**config.mk**
```make
export PLATFORM = sky130hd
export DESIGN_NAME = freq_meter
export DESIGN_NICKNAME = d
export VERILOG_FILES = /design/src/rtl/fm_pkg.sv /design/src/rtl/fm_sync_edge.sv /design/src/rtl/fm_window_timer.sv /design/src/rtl/fm_edge_counter.sv /design/src/rtl/freq_meter.sv
export SDC_FILE = /design/constraint.sdc
export NUM_CORES = 1
export LEC_CHECK = 0
export BUFFER_PORTS_ARGS = -buffer_cell sky130_fd_sc_hd__buf_2
export CAP_MARGIN = 20
export CORE_ASPECT_RATIO = 0.7
export CORE_UTILIZATION = 57
export CTS_BUF_LIST = sky130_fd_sc_hd__clkbuf_4 sky130_fd_sc_hd__clkbuf_8 sky130_fd_sc_hd__clkbuf_16
export DETAILED_ROUTE_END_ITERATION = 10
export HOLD_SLACK_MARGIN = 0.02
export PLACE_DENSITY_LB_ADDON = 0.08
export SLEW_MARGIN = 20
export SYNTH_ARGS = -nofsm -noshare
export SYNTH_HDL_FRONTEND = slang
export SYNTH_SLANG_ARGS = --single-unit
```
**constraint.sdc**
```tcl
create_clock -name clk -period 5 [get_ports clk]
set_input_delay 0 -clock clk [delete_from_list [all_inputs] [get_ports clk]]
set_output_delay 0 -clock clk [all_outputs]
set_load 0.05 [all_outputs]
```
**src/rtl/fm_pkg.sv**
```systemverilog
package fm_pkg;

  typedef enum logic [1:0] {
    ST_IDLE = 2'd0,
    ST_GATE = 2'd1,
    ST_ARM  = 2'd2,
    ST_MEAS = 2'd3
  } fm_state_e;

  // Index of the final window cycle; a zero length behaves as one cycle.
  function automatic logic [31:0] fm_last_tick(input logic [31:0] len);
    return (len == 32'd0) ? 32'd0 : len - 32'd1;
  endfunction

  // Interval timeout reached when the elapsed counter hits limit-1 or more.
  function automatic logic fm_timeout_hit(input logic [31:0] elapsed,
                                          input logic [31:0] limit);
    return elapsed >= (limit - 32'd1);
  endfunction

endpackage

```
**src/rtl/fm_sync_edge.sv**
```systemverilog
module fm_sync_edge #(
  parameter int STAGES = 2
) (
  input  logic clk,
  input  logic rst_n,
  input  logic async_in,
  output logic rise
);
  // STAGES synchronizer flops plus one history flop for edge detection.
  logic [STAGES:0] shreg;

  always_ff @(posedge clk) begin
    if (!rst_n) shreg <= '0;
    else        shreg <= {shreg[STAGES-1:0], async_in};
  end

  assign rise = shreg[STAGES-1] & ~shreg[STAGES];

  // a detected rise lasts exactly one cycle
  a_r2_single_pulse: assert property (@(posedge clk) disable iff (!rst_n)
    rise |=> !rise);

endmodule

```
**src/rtl/fm_window_timer.sv**
```systemverilog
module fm_window_timer
  import fm_pkg::*;
#(
  parameter int GATE_W = 24
) (
  input  logic              clk,
  input  logic              rst_n,
  input  logic              load,
  input  logic              run,
  input  logic [GATE_W-1:0] len,
  output logic              expire
);
  logic [GATE_W-1:0] tick;
  logic [GATE_W-1:0] last;

  always_ff @(posedge clk) begin
    if (!rst_n) begin
      tick <= '0;
      last <= '0;
    end else if (load) begin
      tick <= '0;
      last <= GATE_W'(fm_last_tick(32'(len)));
    end else if (run) begin
      tick <= tick + GATE_W'(1);
    end
  end

  assign expire = run && (tick == last);

  // the timer never runs beyond its programmed window
  a_r3_no_overrun: assert property (@(posedge clk) disable iff (!rst_n)
    run |-> tick <= last);

endmodule

```
**src/rtl/fm_edge_counter.sv**
```systemverilog
module fm_edge_counter #(
  parameter int LO_W = 16,
  parameter int HI_W = 16,
  localparam int TOT_W = LO_W + HI_W
) (
  input  logic             clk,
  input  logic             rst_n,
  input  logic             clear,
  input  logic             inc,
  output logic [TOT_W-1:0] total_next,
  output logic             rollover,
  output logic             wrap
);
  logic [LO_W-1:0] lo;
  logic [HI_W-1:0] hi;
  logic [LO_W-1:0] lo_n;
  logic [HI_W-1:0] hi_n;

  assign rollover   = inc && (&lo);
  assign wrap       = rollover && (&hi);
  assign lo_n       = lo + {{(LO_W-1){1'b0}}, inc};
  assign hi_n       = hi + {{(HI_W-1){1'b0}}, rollover};
  assign total_next = {hi_n, lo_n};

  always_ff @(posedge clk) begin
    if (!rst_n || clear) begin
      lo <= '0;
      hi <= '0;
    end else begin
      lo <= lo_n;
      hi <= hi_n;
    end
  end

  // every low-part rollover carries into the extension
  a_r4_carry: assert property (@(posedge clk) disable iff (!rst_n)
    rollover && !clear |=> lo == '0 && hi == $past(hi) + HI_W'(1));

endmodule

```
**src/rtl/freq_meter.sv**
```systemverilog
module freq_meter
  import fm_pkg::*;
#(
  parameter int GATE_W   = 24,
  parameter int CNT_LO_W = 16,
  parameter int CNT_HI_W = 16,
  parameter int TIMEOUT  = 1000000,
  localparam int RES_W   = CNT_LO_W + CNT_HI_W,
  localparam int TMO_W   = $clog2(TIMEOUT) + 1
) (
  input  logic              clk,
  input  logic              rst_n,
  input  logic              sig_in,
  input  logic [GATE_W-1:0] gate_len,
  input  logic              mode_recip,
  input  logic              start,
  output logic [RES_W-1:0]  result,
  output logic              result_valid,
  output logic              overflow
);
  fm_state_e        state;
  logic [RES_W-1:0] pcnt;
  logic [TMO_W-1:0] elapsed;

  // named internal events
  logic             sig_rise;
  logic             gate_run;
  logic             cnt_inc;
  logic             win_expire;
  logic [RES_W-1:0] cnt_total_next;
  logic             cnt_roll;
  logic             cnt_wrap;
  logic             recip_busy;
  logic             recip_arm;
  logic             recip_done;
  logic             tmo_hit;
  logic             recip_timeout;

  fm_sync_edge #(.STAGES(2)) u_sync (
    .clk(clk), .rst_n(rst_n), .async_in(sig_in), .rise(sig_rise)
  );

  assign gate_run = (state == ST_GATE);
  assign cnt_inc  = gate_run && sig_rise;

  fm_window_timer #(.GATE_W(GATE_W)) u_timer (
    .clk(clk), .rst_n(rst_n), .load(start), .run(gate_run && !start),
    .len(gate_len), .expire(win_expire)
  );

  fm_edge_counter #(.LO_W(CNT_LO_W), .HI_W(CNT_HI_W)) u_count (
    .clk(clk), .rst_n(rst_n), .clear(start), .inc(cnt_inc),
    .total_next(cnt_total_next), .rollover(cnt_roll), .wrap(cnt_wrap)
  );

  assign recip_busy    = (state == ST_ARM) || (state == ST_MEAS);
  assign recip_arm     = (state == ST_ARM) && sig_rise;
  assign recip_done    = (state == ST_MEAS) && sig_rise;
  assign tmo_hit       = fm_timeout_hit(32'(elapsed), 32'(TIMEOUT));
  assign recip_timeout = recip_busy && !sig_rise && tmo_hit;

  always_ff @(posedge clk) begin
    if (!rst_n) begin
      state        <= ST_IDLE;
      result       <= '0;
      result_valid <= 1'b0;
      overflow     <= 1'b0;
      pcnt         <= '0;
      elapsed      <= '0;
    end else begin
      result_valid <= 1'b0;
      if (start) begin
        state    <= mode_recip ? ST_ARM : ST_GATE;
        result   <= '0;
        overflow <= 1'b0;
        pcnt     <= '0;
        elapsed  <= '0;
      end else begin
        case (state)
          ST_GATE: begin
            if (cnt_wrap) overflow <= 1'b1;
            if (win_expire) begin
              result       <= cnt_total_next;
              result_valid <= 1'b1;
              state        <= ST_IDLE;
            end
          end
          ST_ARM: begin
            elapsed <= elapsed + TMO_W'(1);
            if (recip_arm) begin
              pcnt  <= RES_W'(1);
              state <= ST_MEAS;
            end else if (recip_timeout) begin
              overflow     <= 1'b1;
              result       <= '0;
              result_valid <= 1'b1;
              state        <= ST_IDLE;
            end
          end
          ST_MEAS: begin
            elapsed <= elapsed + TMO_W'(1);
            if (recip_done) begin
              result       <= pcnt;
              result_valid <= 1'b1;
              state        <= ST_IDLE;
            end else if (recip_timeout) begin
              overflow     <= 1'b1;
              result       <= '0;
              result_valid <= 1'b1;
              state        <= ST_IDLE;
            end else begin
              pcnt <= pcnt + RES_W'(1);
            end
          end
          default: ;
        endcase
      end
    end
  end

  // Assertion support: an independent window-length tracker.
  logic [31:0] chk_since;
  logic [31:0] chk_len;
  always_ff @(posedge clk) begin
    if (!rst_n) begin
      chk_since <= '0;
      chk_len   <= 32'd1;
    end else if (start) begin
      chk_since <= '0;
      chk_len   <= (gate_len == '0) ? 32'd1 : 32'(gate_len);
    end else if (gate_run) begin
      chk_since <= chk_since + 32'd1;
    end
  end

  // the window closes after exactly the latched number of cycles
  a_r3_window_len: assert property (@(posedge clk) disable iff (!rst_n)
    win_expire && !start |-> chk_since + 32'd1 == chk_len);

  // an edge-count wrap raises overflow
  a_r5_wrap_flag: assert property (@(posedge clk) disable iff (!rst_n)
    cnt_wrap && !start |=> overflow);

  // a completed period is nonzero and bounded by the timeout
  a_r6_period_bound: assert property (@(posedge clk) disable iff (!rst_n)
    recip_done |-> pcnt != '0 && 32'(pcnt) <= 32'(TIMEOUT));

  // a timeout reports overflow with a zero result
  a_r7_timeout_zero: assert property (@(posedge clk) disable iff (!rst_n)
    recip_timeout && !start |=> result_valid && overflow && result == '0);

  // a start strobe clears the outputs
  a_r8_start_clears: assert property (@(posedge clk) disable iff (!rst_n)
    start |=> !result_valid && !overflow && result == '0);

  // valid is a single-cycle pulse
  a_r9_valid_pulse: assert property (@(posedge clk) disable iff (!rst_n)
    result_valid && !start |=> !result_valid);

  // results hold while idle
  a_r9_hold: assert property (@(posedge clk) disable iff (!rst_n)
    !start && state == ST_IDLE |=> $stable(result) && $stable(overflow));

endmodule

```
Word-level counts from Yosys, hierarchy flattened
Index checks and enable logic that the tools add are counted.
{"block": "classes", "reduce_logical": 26, "muxes": 27, "n_bitwise": 3, "add_sub_neg": 6, "order_cmp": 1, "n_eq_ne": 11}
{"cell": "two-way mux 32 bit", "count": 7}
{"cell": "case mux 32 bit (3 select lines)", "count": 1}
{"cell": "case mux 32 bit (2 select lines)", "count": 1}
{"cell": "adder 16 x 1 -> 16 bit", "count": 2}
{"cell": "adder 32 x 1 -> 32 bit, second input constant", "count": 1}
{"cell": "AND reduction 16 bit", "count": 2}
{"cell": "adder 24 x 1 -> 24 bit, second input constant", "count": 1}
{"cell": "== test 24 bit", "count": 1}
{"cell": "logical NOT 24 bit", "count": 1}
{"cell": "two-way mux 24 bit", "count": 1}
{"cell": "subtractor 24 x 1 -> 24 bit, second input constant", "count": 1}
{"cell": "adder 21 x 1 -> 21 bit, second input constant", "count": 1}
{"cell": "greater-or-equal comparator 21 x 20 -> 1 bit, second input constant", "count": 1}
{"cell": "two-way mux 2 bit", "count": 6}
{"cell": "logical AND 1 bit", "count": 9}
{"cell": "two-way mux 1 bit", "count": 8}
{"cell": "inequality test 2 bit, second input constant", "count": 4}
{"cell": "AND reduction 4 bit", "count": 2}
{"cell": "case mux 1 bit (3 select lines)", "count": 2}
{"cell": "case mux 2 bit (3 select lines)", "count": 1}
{"cell": "== test 2 bit, second input constant", "count": 2}
{"cell": "inequality test 2 x 1 -> 1 bit, second input constant", "count": 2}
{"cell": "nonzero test 4 bit", "count": 1}
{"cell": "OR reduction 2 bit", "count": 2}
{"cell": "10 further kinds", "count": 14}
{"block": "word_totals", "word_cells": 85, "in_bits": 29, "out_inout_bits": 34, "reg_bits": 172}

Logic depth before layout (Yosys ltp)
{"block": "logic_depth", "depth_word": 9, "depth_mapped": 15, "ltp_nobuf": 12}

Modules after synthesis
Synthesis repeated with hierarchy kept, for this count alone.
{"block": "unflattened", "hier_cells": 937, "hier_area_um2": 8516.9}
{"module": "freq_meter", "cells_each": 449, "seq_area_each_um2": 1781.7, "area_per_inst_um2": 4072.7, "n_inst": 1}
{"module": "fm_window_timer", "cells_each": 320, "seq_area_each_um2": 960.9, "area_per_inst_um2": 2793.9, "n_inst": 1}
{"module": "fm_edge_counter", "cells_each": 161, "seq_area_each_um2": 640.6, "area_per_inst_um2": 1557.7, "n_inst": 1}
{"module": "fm_sync_edge", "cells_each": 7, "seq_area_each_um2": 60.1, "area_per_inst_um2": 92.6, "n_inst": 1}

Least setup slack after synthesis
Ideal clock, no wire load.
{"block": "synth_path", "path_type": "register -> register", "startpoint": "register state[0]", "endpoint": "register result[29]", "setup_time_ns": 0.076, "slack_ns": 2.141, "n_path_buf": 1, "arrival_time_ns": 2.783, "stages_incl_launch_ff": 13, "period_less_slack_ns": 2.859, "required_time_ns": 4.924, "cell_sequence": "dfxtp_1 buf_2 inv_1 or2_2 or3_1 nor4_1 ha_1 nand4_1 or2_2 or3_1 a31oi_1 mux2i_1 o22ai_1"}
{"block": "synth_between", "elab_chain_cells": 7, "word_cells_on_any_way": 22, "classes_between": "1 x add/sub; 5 x eq/ne; 5 x mux; 11 x reduce/logical"}
{"element": "start, declared", "line": "freq_meter.sv:21", "source": "fm_state_e state;"}
{"element": "start signal, assigned", "line": "freq_meter.sv:73", "source": "state <= mode_recip ? ST_ARM : ST_GATE;"}
{"element": "branches (longest 7 deep; another with adder 16 x 1 -> 16 bit)"}
{"element": "end signal, assigned", "line": "freq_meter.sv:83", "source": "result <= cnt_total_next;"}
{"element": "end signal, assigned", "line": "freq_meter.sv:103", "source": "result <= pcnt;"}
{"element": "end, declared", "line": "freq_meter.sv:17", "source": "output logic [RES_W-1:0] result,"}
Parallel ways; which one is timed is not known. The select of a mux whose other input is x is not followed.
A chain may end at the register's enable or synchronous reset.

Worst setup path after layout
{"block": "layout_path", "startpoint": "register state[1]", "endpoint": "register state[1]"}
{"block": "layout_between", "elab_chain_cells": 8, "word_cells_on_any_way": 18, "classes_between": "4 x eq/ne; 5 x mux; 9 x reduce/logical"}
{"element": "== test 2 bit, on equally long branches"}
{"element": "logical OR 1 bit", "line": "freq_meter.sv:56", "source": "assign recip_busy = (state == ST_ARM) || (state == ST_MEAS);"}
{"element": "logical AND 1 bit (2 in series)", "line": "freq_meter.sv:60", "source": "assign recip_timeout = recip_busy && !sig_rise && tmo_hit;"}
{"element": "two-way mux 2 bit"}
{"element": "two-way mux 2 bit, on equally long branches", "line": "freq_meter.sv:102, freq_meter.sv:90"}
{"element": "case mux 2 bit (3 select lines)", "line": "freq_meter.sv:79", "source": "case (state)"}
{"element": "two-way mux 2 bit", "line": "freq_meter.sv:72", "source": "if (start) begin"}
Parallel ways exist; a longest one is shown, timed or not.

==> out/qor.yml <==
status: "complete, no violations"
clock_skew_ps: 11.43
cts_resized: 0
core-area_sq_mm: 0.01491
die_w_um: 150.6
ys_ff_latch: 172
wirelength_um: 23270
worst_pin_slew_ps: 949.1
syn_area_sq_mm: 0.008810
synth_top_area_cell: "dfxtp_1"
synth_top_area_share_pct: 39.09
synth_compound_area_share_pct: 14.44
final_common_cell: "dfxtp_1"
area_delta_synth_final_pct: 15.47
setup_viol: 0
synthAdderAreaFrac_pct: 1.136
timing.final.crit_share_pct: 71.11
ys.flop_type: "dfxtp_1"
rows: 37
synth-simple-area-share_pct: 27.08
routedWlPerCell_um: 17.53
yosys_warnings: 0
grt_overflow: 0
ios: 63
htreeDepth: 4
worstSetupPathType: "flop to flop"
power_density_mw_per_mm2: 285.6
required_ps: 5360
clock_tree.root_cell: "clkbuf_16"
final.min_clock_period_ps: 3555
place_congestion: 0.8294
die_y_um: 106.0
cts.sinks: 172
grt_pass1_wl_um: 38150
synth_top_family_by_area: "simple AND/OR/NAND/NOR gates"
synth_fp_nets: 1083
cp-start-kind: "flop"
syn_area_per_cell_sq_um: 8.422
finalSetupTns_ps: 0
utilization_pct: 68.24
max_stage_delay_ps: 750
crit_chain: "buf_4 > inv_1 > nor3_1 > a31o_2 > nand3_1 > a221oi_1 > dlygate4sd3_1"
postPlaceCellArea_sq_mm: 0.009195
grt_pass1_vias: 7194
cts.hold.buffers_added: 40
hold_viol_final: 0
async_reset_ff_share_pct: 0
clk_pin_slew_ps: 60
synthMuxAreaShare_pct: 3.636
ys_seq_area_share_pct: 39.09
synthDistinctLibCells: 56
relSlewSlack_pct: 36.24
drive_gt1_share_pct: 12.90
cap_violations: 0
diodes: 0
vias_per_cell: 6.003
antenna_found_initial: 0
clkLatencyLatePin_ps: 430
post_cts_buffers: 0
finalInstanceArea_sq_mm: 0.01017
clock.fmax_ghz: 0.2813
start_util_pct: 59.10
num_vias: 7966
holdWs_ps: 105.1
hp-class: "input port to flop"
p_total_mw: 2.906
mostFrequentLayoutCells: "171 x dfxtp_1, 104 x nor2_1, 97 x nand2_1"
port_buffers: 62
cpMaxStageDelayCell: "dfxtp_2"
die_area_sq_mm: 0.01596
final_max_slew_viol_count: 0
drtAntennaViolNets: 0
cts_tree: "built"
p_leak_nw: 3.622
synth_edf_count: 0
ir_drop_mv: 0.2048
grtUsageTotal_pct: 30.66
route.detailed.drc: 0
nets: 1158
first_iter_violations: 735
synth_xor_area_share_pct: 11.04
cp_top_family: "buffers and inverters"
cts_buffers: 17
path_buf_inv: 3
postSynthCellCount: 1046
cts_buffer_depth: 2
dr.pass1.iters: 5
worstPathMaxFanout: 34
rsz0062_at_grt: "false"
grt_max_degree: 79
cp-end-kind: "flop"
arrival_ps: 3920
synth_area_leaders: "dfxtp_1 39%, xor2_1 6.4%, xnor2_1 4.7%, nor2_1 4.5%, nand2_1 4.2%"
hpwlAfterDp_um: 15770
[worst reg2reg max path, stage by stage (launching register included)]
cell           delay, ps
dfxtp_2              750
buf_4                420
inv_1                430
nor3_1               420
a31o_2               480
nand3_1              130
a221oi_1             290
dlygate4sd3_1        570
[where the power goes]
group | total [mW] | leakage, nW | switching, mW | internal, mW
logic | 0.185 | 1.95 | 0.114 | 0.0709
clock network | 1.32 | 0.279 | 0.572 | 0.749
registers | 1.40 | 1.39 | 0.0145 | 1.38
[final timing paths]
path / start / endpoint / slack, ps / depth (start not counted)
setup / recovery: state[1] / state[1] / 1440 / 7
hold reg to reg: u_sync.shreg[0] / u_sync.shreg[1] / 440 / 1
hold / removal: start / state[0] / 110 / 3
setup reg to reg: state[1] / state[1] / 1440 / 7
[flip-flops by register name, summed over array words and instances, names as in the netlist]
signal / count
result_valid: 1
u_timer.last: 24
u_count.hi: 16
u_count.lo: 16
elapsed: 21
u_timer.tick: 24
state: 2
u_sync.shreg: 3
result: 32
pcnt: 32
overflow: 1
[logic make-up (layout without fill, tap and decap cells)]
logic type	after synthesis	count (layout)
xor gates and xnor gates	111	111
and+or+nand+nor	459	459
AOI/OAI and AO/OA	196	196
DFF	172	172
muxes	32	32
buffers and inverters	68	154
adders and majority gates	8	8
[layout make-up]
type                    count  area, sq um
multi-input cells         806         5080
fillers                  1262         4735
repair buffers            111        778.2
inverters                  13        48.80
clock buffers              18        439.2
clock inverters            12        137.6
flip-flops and latches    172         3445
well taps                 195        244.0
[routing by layer]
| metal | global-route usage, % | vias up | part of all wire [%] | wire length [um] |
|---|---|---|---|---|
| met4 | 7.857 | 0 | 0.90 | 210 |
| met5 | 0 | - | 0 | 0 |
| met2 | 41.94 | 267 | 41 | 9436 |
| met3 | 4.721 | 18 | 6.8 | 1589 |
| met1 | 48.90 | 3771 | 52 | 12030 |
| li1 | - | 3910 | - | - |
[cells in the mapped netlist, types with 2 or more instances]
cell	instances
nand2_1	98
or4_1	10
a31o_2	5
dfxtp_1	172
nand4b_1	4
o31ai_1	11
or3_1	13
a21oi_1	53
nor3_1	33
o21a_1	2
buf_4	4
and3_1	23
nand3_1	54
o22ai_1	10
nor4b_1	4
nor4_1	20
xnor2_1	47
o21ai_2	20
nor3b_1	3
and4_1	16
mux2i_1	32
buf_12	2
nor2_1	106
o21ai_0	52
or4b_1	2
or4_4	3
a221o_1	10
a211oi_1	3
o211ai_1	14
o2bb2ai_1	2
nand2b_1	15
nand3b_1	2
o311ai_0	3
buf_2	4
a31oi_1	2
inv_1	13
ha_1	8
and2_1	10
xor2_1	64
clkbuf_1	43
or2_2	6
nand4_1	33
o311a_1	2
[metrics by stage]
step           setup slack [ps]  std cells
2_1_floorplan              2141       1046
3_3_place_gp               1755       1257
3_5_place_dp               1597       1257
4_1_cts                    1516       1327
5_1_grt                    1238       1327
6_report                   1445       1327
Note: power is estimated with default switching activity, not from simulation.
